**config.mk**
```make
export PLATFORM = sky130hd
export DESIGN_NAME = muldiv_unit
export DESIGN_NICKNAME = d
export VERILOG_FILES = /design/src/rtl/muldiv_pkg.sv /design/src/rtl/muldiv_ctrl.sv /design/src/rtl/muldiv_engine.sv /design/src/rtl/muldiv_unit.sv
export SDC_FILE = /design/constraint.sdc
export NUM_CORES = 1
export LEC_CHECK = 0
export CAP_MARGIN = 5
export CORE_MARGIN = 10
export CORE_UTILIZATION = 45
export DETAILED_ROUTE_END_ITERATION = 6
export DONT_BUFFER_PORTS = 1
export PLACE_DENSITY = 0.65
export SLEW_MARGIN = 20
export SYNTH_ARGS = -nofsm -noshare
export SYNTH_HDL_FRONTEND = slang
export SYNTH_SLANG_ARGS = --single-unit
```
**constraint.sdc**
```tcl
create_clock -name clk -period 4.9 [get_ports clk]
set_input_delay 0.98 -clock clk [delete_from_list [all_inputs] [get_ports clk]]
set_output_delay 0.98 -clock clk [all_outputs]
set_load 0.005 [all_outputs]
```
**src/rtl/muldiv_pkg.sv**
```systemverilog
package muldiv_pkg;

    typedef enum logic [2:0] {
        ST_IDLE,
        ST_LOAD,
        ST_STEP,
        ST_FIX,
        ST_DONE
    } md_state_e;

    localparam int FIXED_OVERHEAD = 3;

endpackage

```
**src/rtl/muldiv_ctrl.sv**
```systemverilog
module muldiv_ctrl
    import muldiv_pkg::*;
#(
    parameter int WIDE_W   = 16,
    parameter int NARROW_W = 8
) (
    input  logic clk,
    input  logic rst_n,
    input  logic start,
    input  logic wide,
    output logic busy,
    output logic done,
    output logic accept,
    output logic load_en,
    output logic step_en,
    output logic wb_en
);

    localparam int CW = $clog2(WIDE_W);
    localparam int LW = $clog2(WIDE_W + FIXED_OVERHEAD + 1) + 1;

    md_state_e state_q, state_d;
    logic [CW-1:0] cnt_q;
    logic          last_step;

    assign last_step = wide ? (cnt_q == CW'(WIDE_W - 1))
                            : (cnt_q == CW'(NARROW_W - 1));

    always_comb begin
        state_d = state_q;
        unique case (state_q)
            ST_IDLE: if (start) state_d = ST_LOAD;
            ST_LOAD: state_d = ST_STEP;
            ST_STEP: if (last_step) state_d = ST_FIX;
            ST_FIX:  state_d = ST_DONE;
            ST_DONE: state_d = ST_IDLE;
            default: state_d = ST_IDLE;
        endcase
    end

    always_ff @(posedge clk) begin
        if (!rst_n) begin
            state_q <= ST_IDLE;
            cnt_q   <= '0;
        end else begin
            state_q <= state_d;
            if (state_q == ST_LOAD)      cnt_q <= '0;
            else if (state_q == ST_STEP) cnt_q <= cnt_q + 1'b1;
        end
    end

    always_comb begin
        busy    = 1'b1;
        done    = 1'b0;
        accept  = 1'b0;
        load_en = 1'b0;
        step_en = 1'b0;
        wb_en   = 1'b0;
        unique case (state_q)
            ST_IDLE: begin
                busy   = 1'b0;
                accept = start;
            end
            ST_LOAD: load_en = 1'b1;
            ST_STEP: step_en = 1'b1;
            ST_FIX:  wb_en   = 1'b1;
            ST_DONE: done    = 1'b1;
            default: busy    = 1'b0;
        endcase
    end

    // Independent cycle counter used only to check the latency.
    logic [LW-1:0] lat_q;
    always_ff @(posedge clk) begin
        if (!rst_n)      lat_q <= '0;
        else if (accept) lat_q <= LW'(1);
        else if (busy)   lat_q <= lat_q + 1'b1;
    end

    p_done_in_busy_r1: assert property (@(posedge clk) disable iff (!rst_n)
        done |-> busy);

    p_done_single_r1: assert property (@(posedge clk) disable iff (!rst_n)
        done |=> !done);

    p_latency_r2: assert property (@(posedge clk) disable iff (!rst_n)
        done |-> (lat_q == (wide ? LW'(WIDE_W + FIXED_OVERHEAD)
                                 : LW'(NARROW_W + FIXED_OVERHEAD))));

    p_start_ignored_r8: assert property (@(posedge clk) disable iff (!rst_n)
        (busy && !done) |=> busy);

endmodule

```
**src/rtl/muldiv_engine.sv**
```systemverilog
module muldiv_engine #(
    parameter int WIDE_W   = 16,
    parameter int NARROW_W = 8
) (
    input  logic              clk,
    input  logic              rst_n,
    input  logic              load_en,
    input  logic              step_en,
    input  logic              op_div,
    input  logic              wide,
    input  logic [WIDE_W-1:0] a_op,
    input  logic [WIDE_W-1:0] x_op,
    output logic [WIDE_W-1:0] res_lo,
    output logic [WIDE_W-1:0] res_hi
);

    localparam int SH = WIDE_W - NARROW_W;

    logic [WIDE_W-1:0]   hi_q, lo_q, d_q;
    logic [WIDE_W:0]     add_sum;
    logic [WIDE_W:0]     shifted;
    logic [WIDE_W+1:0]   trial;
    logic                borrow;
    logic [2*WIDE_W-1:0] full;

    // Multiply: add the multiplicand into the top half when the low bit is set.
    assign add_sum = {1'b0, hi_q} + (lo_q[0] ? {1'b0, d_q} : '0);
    // Divide: shift in the next dividend bit, then trial-subtract.
    assign shifted = {hi_q, lo_q[WIDE_W-1]};
    assign trial   = {1'b0, shifted} - {2'b00, d_q};
    assign borrow  = trial[WIDE_W+1];

    always_ff @(posedge clk) begin
        if (!rst_n) begin
            hi_q <= '0;
            lo_q <= '0;
            d_q  <= '0;
        end else if (load_en) begin
            hi_q <= '0;
            d_q  <= x_op;
            if (op_div && !wide) lo_q <= a_op << SH;
            else                 lo_q <= a_op;
        end else if (step_en) begin
            if (op_div) begin
                hi_q <= borrow ? shifted[WIDE_W-1:0] : trial[WIDE_W-1:0];
                lo_q <= {lo_q[WIDE_W-2:0], ~borrow};
            end else begin
                hi_q <= add_sum[WIDE_W:1];
                lo_q <= {add_sum[0], lo_q[WIDE_W-1:1]};
            end
        end
    end

    assign full = {hi_q, lo_q};

    always_comb begin
        if (op_div) begin
            res_lo = wide ? lo_q : {{SH{1'b0}}, lo_q[NARROW_W-1:0]};
            res_hi = hi_q;
        end else if (wide) begin
            res_lo = full[WIDE_W-1:0];
            res_hi = full[2*WIDE_W-1:WIDE_W];
        end else begin
            res_lo = {{SH{1'b0}}, full[SH+NARROW_W-1:SH]};
            res_hi = {{SH{1'b0}}, full[SH+2*NARROW_W-1:SH+NARROW_W]};
        end
    end

    // Restoring invariant: the partial remainder stays below a nonzero divisor.
    p_rem_bound_r5: assert property (@(posedge clk) disable iff (!rst_n)
        (step_en && op_div && d_q != '0) |=> (hi_q < d_q));

endmodule

```
**src/rtl/muldiv_unit.sv**
```systemverilog
module muldiv_unit #(
    parameter int WIDE_W   = 16,
    parameter int NARROW_W = 8
) (
    input  logic              clk,
    input  logic              rst_n,
    input  logic              start,
    input  logic              op_div,
    input  logic              acc_wide,
    input  logic              idx_wide,
    input  logic [WIDE_W-1:0] a_in,
    input  logic [WIDE_W-1:0] x_in,
    output logic              busy,
    output logic              done,
    output logic [WIDE_W-1:0] a_out,
    output logic [WIDE_W-1:0] x_out
);

    localparam int SH = WIDE_W - NARROW_W;

    logic accept, load_en, step_en, wb_en;
    logic op_q, wide_q, xw_q;
    logic [WIDE_W-1:0] a_op_q, x_op_q, a_mask, x_mask;
    logic [WIDE_W-1:0] res_lo, res_hi, a_res_q, x_res_q;

    assign a_mask = acc_wide ? a_in : {{SH{1'b0}}, a_in[NARROW_W-1:0]};
    assign x_mask = (acc_wide && idx_wide) ? x_in
                                           : {{SH{1'b0}}, x_in[NARROW_W-1:0]};

    always_ff @(posedge clk) begin
        if (!rst_n) begin
            op_q   <= 1'b0;
            wide_q <= 1'b0;
            xw_q   <= 1'b0;
            a_op_q <= '0;
            x_op_q <= '0;
        end else if (accept) begin
            op_q   <= op_div;
            wide_q <= acc_wide;
            xw_q   <= idx_wide;
            a_op_q <= a_mask;
            x_op_q <= x_mask;
        end
    end

    muldiv_ctrl #(.WIDE_W(WIDE_W), .NARROW_W(NARROW_W)) u_ctrl (
        .clk     (clk),
        .rst_n   (rst_n),
        .start   (start),
        .wide    (wide_q),
        .busy    (busy),
        .done    (done),
        .accept  (accept),
        .load_en (load_en),
        .step_en (step_en),
        .wb_en   (wb_en)
    );

    muldiv_engine #(.WIDE_W(WIDE_W), .NARROW_W(NARROW_W)) u_engine (
        .clk     (clk),
        .rst_n   (rst_n),
        .load_en (load_en),
        .step_en (step_en),
        .op_div  (op_q),
        .wide    (wide_q),
        .a_op    (a_op_q),
        .x_op    (x_op_q),
        .res_lo  (res_lo),
        .res_hi  (res_hi)
    );

    always_ff @(posedge clk) begin
        if (!rst_n) begin
            a_res_q <= '0;
            x_res_q <= '0;
        end else if (wb_en) begin
            a_res_q <= res_lo;
            if (wide_q && !xw_q) x_res_q <= {{SH{1'b0}}, res_hi[NARROW_W-1:0]};
            else                 x_res_q <= res_hi;
        end
    end

    assign a_out = a_res_q;
    assign x_out = x_res_q;

    p_hold_r8: assert property (@(posedge clk) disable iff (!rst_n)
        (!$stable(a_out) || !$stable(x_out)) |-> done);

    p_narrow_zero_r3: assert property (@(posedge clk) disable iff (!rst_n)
        (done && !wide_q) |-> (a_out[WIDE_W-1:NARROW_W] == '0
                               && x_out[WIDE_W-1:NARROW_W] == '0));

    p_mixed_drop_r7: assert property (@(posedge clk) disable iff (!rst_n)
        (done && wide_q && !xw_q) |-> (x_out[WIDE_W-1:NARROW_W] == '0));

    p_divzero_r6: assert property (@(posedge clk) disable iff (!rst_n)
        (done && op_q && x_op_q == '0) |->
            (a_out == (wide_q ? {WIDE_W{1'b1}} : {{SH{1'b0}}, {NARROW_W{1'b1}}})));

endmodule

```
==> out/summary.txt <==
nets - 937
setup violators final - 0
CTS max path bufs - 2
DP Area - 7211 µm²
RSZ-0062 raised after global routing - no
area delta synth->final - 10.30%
Worst Setup EP - u_engine.hi_q[9]$_SDFFE_PP0P_
Least-Margin Pin Slew - 1.006 ns
CP Cell Sequence - and2_1 -> ha_1 -> fa_1 -> a211oi_1 -> nor2_1 -> o211ai_1 -> a21boi_0 -> o21ai_0 -> or3b_2 -> a31oi_1
Slew Limit Fails - 0
Clock Skew - 0.004235 ns
Final Hold Viols - 0
Post-synth EDFFs - 0
CTS sink cnt - 122
CTS tree - built
Resized cells post-CTS - 0
worst setup margin - 1.882 ns
kind of critical path - reg2reg
setup tns final - 0 ns
synthesized area - 7081 µm²
Top Ports - 72
Fin Hold WS - 0.4594 ns
P_sw - 0.8102 mW
synth warn - 0
leakage power - 3.016 nW
DRT antenna net count - 0
gpl congestion - 0.8776
vias in the first global route - 5,739
Place WS - 1.926 ns
Detailed Route WL - 19,220 µm
DRT Pass-1 Iters - 5
DP Wirelength - 13,660 µm
min-delay worst type - reg2reg
Int Power - 2.017 mW
clock transition at the registers of the reported paths - 0.06 ns
Peak VDD IR - 0.2718 mV
Fmax - 331.4 MHz
Skew-Pair Late Insertion Delay - 0.42 ns
Hold Buf Count CTS - 0
power per cell area - 362.1 nW/µm²
Worst Setup SP - u_engine.lo_q[0]$_SDFFE_PN0P_
Slowest cell on crit path - dfxtp_1
Chip Width - 145.4 µm
Placed Instances - 1,056
ys async rst share - 0%
CTS root buffer - clkbuf_16
Final Cycle Share - 61.59%
grt total ovfl - 0
Port-buffer cells - 0
first-pass GRT wire length - 31,460 µm
Wirelength per Cell - 17.66 µm
Clock power frac - 44.6%
Comb pwr share - 17.0%
R2R setup slack - 1.88 ns
initial antenna violation count - 0
register share of total power - 38.5%
# DRC - 0
Slew headroom - 32.80%
fin crit period - 3.018 ns
Syn Nets - 966
endpoint type of the worst setup path - flip-flop
Worst Path Required - 5.25 ns
Post-CTS Setup Repair Bufs - 0
FF-to-FF path depth - 10
status - finished, final reports clean
starting density of the core - 46.23%
cell area after layout - 7810 µm²
global-route usage over all layers - 17.99%
die area - 21,150 µm²
post-layout util - 51.00%
WP data arrival - 3.37 ns
Inserted Clock Buffers - 17
largest net degree at the start of global routing - 106
Max FO, Critical Path - 19
slowest stage delay, CP - 0.49 ns
Seq cells post-synth - 122
fraction of layout cells with a size suffix above 1 - 6.842%
r2r startpoint - u_engine.lo_q[0]$_SDFFE_PN0P_
CP Launch Type - flip-flop
Sw Ratio - 28.65%
Seq/Total Area, Yosys - 34.49%
ANT cells - 0
reg2reg end - u_engine.hi_q[9]$_SDFFE_PP0P_
Via density - 5.739
Placeable Area - 15,310 µm²
Tot Pwr - 2.828 mW
Mapped Cells - 893
initial DRC count - 470
site row count - 45
Post-Synthesis Mean Instance Area - 7.929 µm²
H-tree Lvls - 4
Top FF cell, synth - dfxtp_1
total number of vias - 6,244
Synth cell types - 65
Max-Cap Viols - 0
Die H - 145.4 µm
fin cells - 1,088
-- cells in the final DEF, fill, tap and decap left out, types with 10 or more instances in the layout --
master / synthesis / layout
a21boi_0: 71 / 71
a21o_1: 11 / 11
a21oi_1: 44 / 44
and2_1: 24 / 24
and3_1: 12 / 12
clkbuf_16: 0 / 17
dfxtp_1: 122 / 121
ha_1: 33 / 33
inv_1: 22 / 22
mux2i_1: 24 / 24
nand2_1: 167 / 167
nand3_1: 42 / 42
nor2_1: 41 / 41
nor2b_1: 13 / 13
nor3_1: 13 / 13
o211ai_1: 15 / 15
o21ai_0: 55 / 55
xnor2_1: 12 / 12
xor2_1: 10 / 10
-- cells in the mapped netlist (2+ instances only) --
library cell	count	share of area, %
nand2b_1	3	0.27
o22ai_1	2	0.18
o21a_1	7	0.74
nor3b_1	3	0.32
o21bai_1	2	0.21
a211o_1	3	0.37
nand3b_1	2	0.21
xnor2_1	12	1.5
nand4_1	3	0.27
a311oi_1	4	0.49
nor2b_1	13	1.1
nand3_1	42	3.0
a21o_1	11	1.2
nand2_1	167	8.9
nor2_1	41	2.2
o31ai_1	3	0.32
buf_1	2	0.11
ha_1	33	5.8
a21oi_1	44	3.1
a21boi_0	71	7.5
o211ai_1	15	1.6
a31oi_1	8	0.71
a211oi_1	8	0.85
a31o_2	2	0.25
a41oi_1	2	0.25
o21ai_0	55	3.9
inv_1	22	1.2
fa_1	2	0.57
nor3_1	13	0.92
mux2i_1	24	3.4
and2_1	24	2.1
o211a_1	8	1.1
a221oi_1	3	0.37
o21ai_2	2	0.25
dfxtp_1	122	34
or3_1	6	0.53
buf_2	4	0.28
xor2_1	10	1.2
a22oi_1	8	0.85
and3_1	12	1.1
clkbuf_1	51	2.7
-- registers in the layout (all words and copies together) (netlist names), 3 cells and up --
register,count
a_out,16
u_ctrl.cnt_q,4
x_out,16
u_engine.lo_q,16
a_op_q,16
u_ctrl.state_q,3
u_engine.d_q,16
x_op_q,16
u_engine.hi_q,16
-- per-layer routing --
metal	global-route usage (%)	routed length [µm]	up-vias	part of all wire [%]
li1	-	-	3119	-
met1	25.96	9375	2883	49
met2	25.43	8100	218	42
met3	4.595	1507	24	7.8
met4	5.460	232	0	1.2
met5	0	0	-	0
-- layout make-up --
cell class              count  area [µm²]
clock buffers              22       484.2
clock inverters            10       115.1
fillers                  1524        7505
inverters                  22       82.58
multi-input cells         692        4353
flip-flops and latches    122        2444
well taps                 211       264.0
repair buffers              9       67.56
-- power by group through the flow --
| stage | Combinational, mW | Clock (mW) | Sequential [mW] |
|---|---|---|---|
| final | 0.480 | 1.26 | 1.09 |
| after global routing | 0.529 | 1.33 | 1.09 |
| after CTS | 0.475 | 1.28 | 1.09 |
| after detailed placement | 0.471 | 0 | 1.11 |
| after global placement | 0.472 | 0 | 1.11 |
| after floorplan | 0.390 | 0 | 1.08 |
-- cell families after synthesis --
kind of cell	synth area share, %
adder cells (fa/ha/maj)	6.397
buffers and inverters	4.259
multiplexers	3.393
AO/OA/AOI/OAI	26.60
AND/OR/NAND/NOR	22.14
XOR/XNOR	2.721
flip-flops	34.49
-- how the worst min path moves through the flow --
stage	from	to	slack [ns]	cells past startpoint
5_1_grt	x_op_q[15]$_SDFFE_PN0P_	u_engine.d_q[15]$_SDFFE_PN0P_	0.48	2
3_3_place_gp	a_op_q[11]$_SDFFE_PN0P_	a_op_q[11]$_SDFFE_PN0P_	0.45	2
3_5_place_dp	op_q$_SDFFE_PN0P_	op_q$_SDFFE_PN0P_	0.45	2
6_report	op_q$_SDFFE_PN0P_	op_q$_SDFFE_PN0P_	0.46	2
2_1_floorplan	a_op_q[10]$_SDFFE_PN0P_	a_op_q[10]$_SDFFE_PN0P_	0.44	2
4_1_cts	op_q$_SDFFE_PN0P_	op_q$_SDFFE_PN0P_	0.46	2
-- critical path, delay by kind of cell (launching register included) --
kind                     cells  cell delay [ns]
AO/OA/AOI/OAI                5             1.01
adder cells (fa/ha/maj)      2             0.63
AND/OR/NAND/NOR              3             0.83
flip-flops                   1             0.49
No activity file was read; power rests on OpenSTA's default activity.
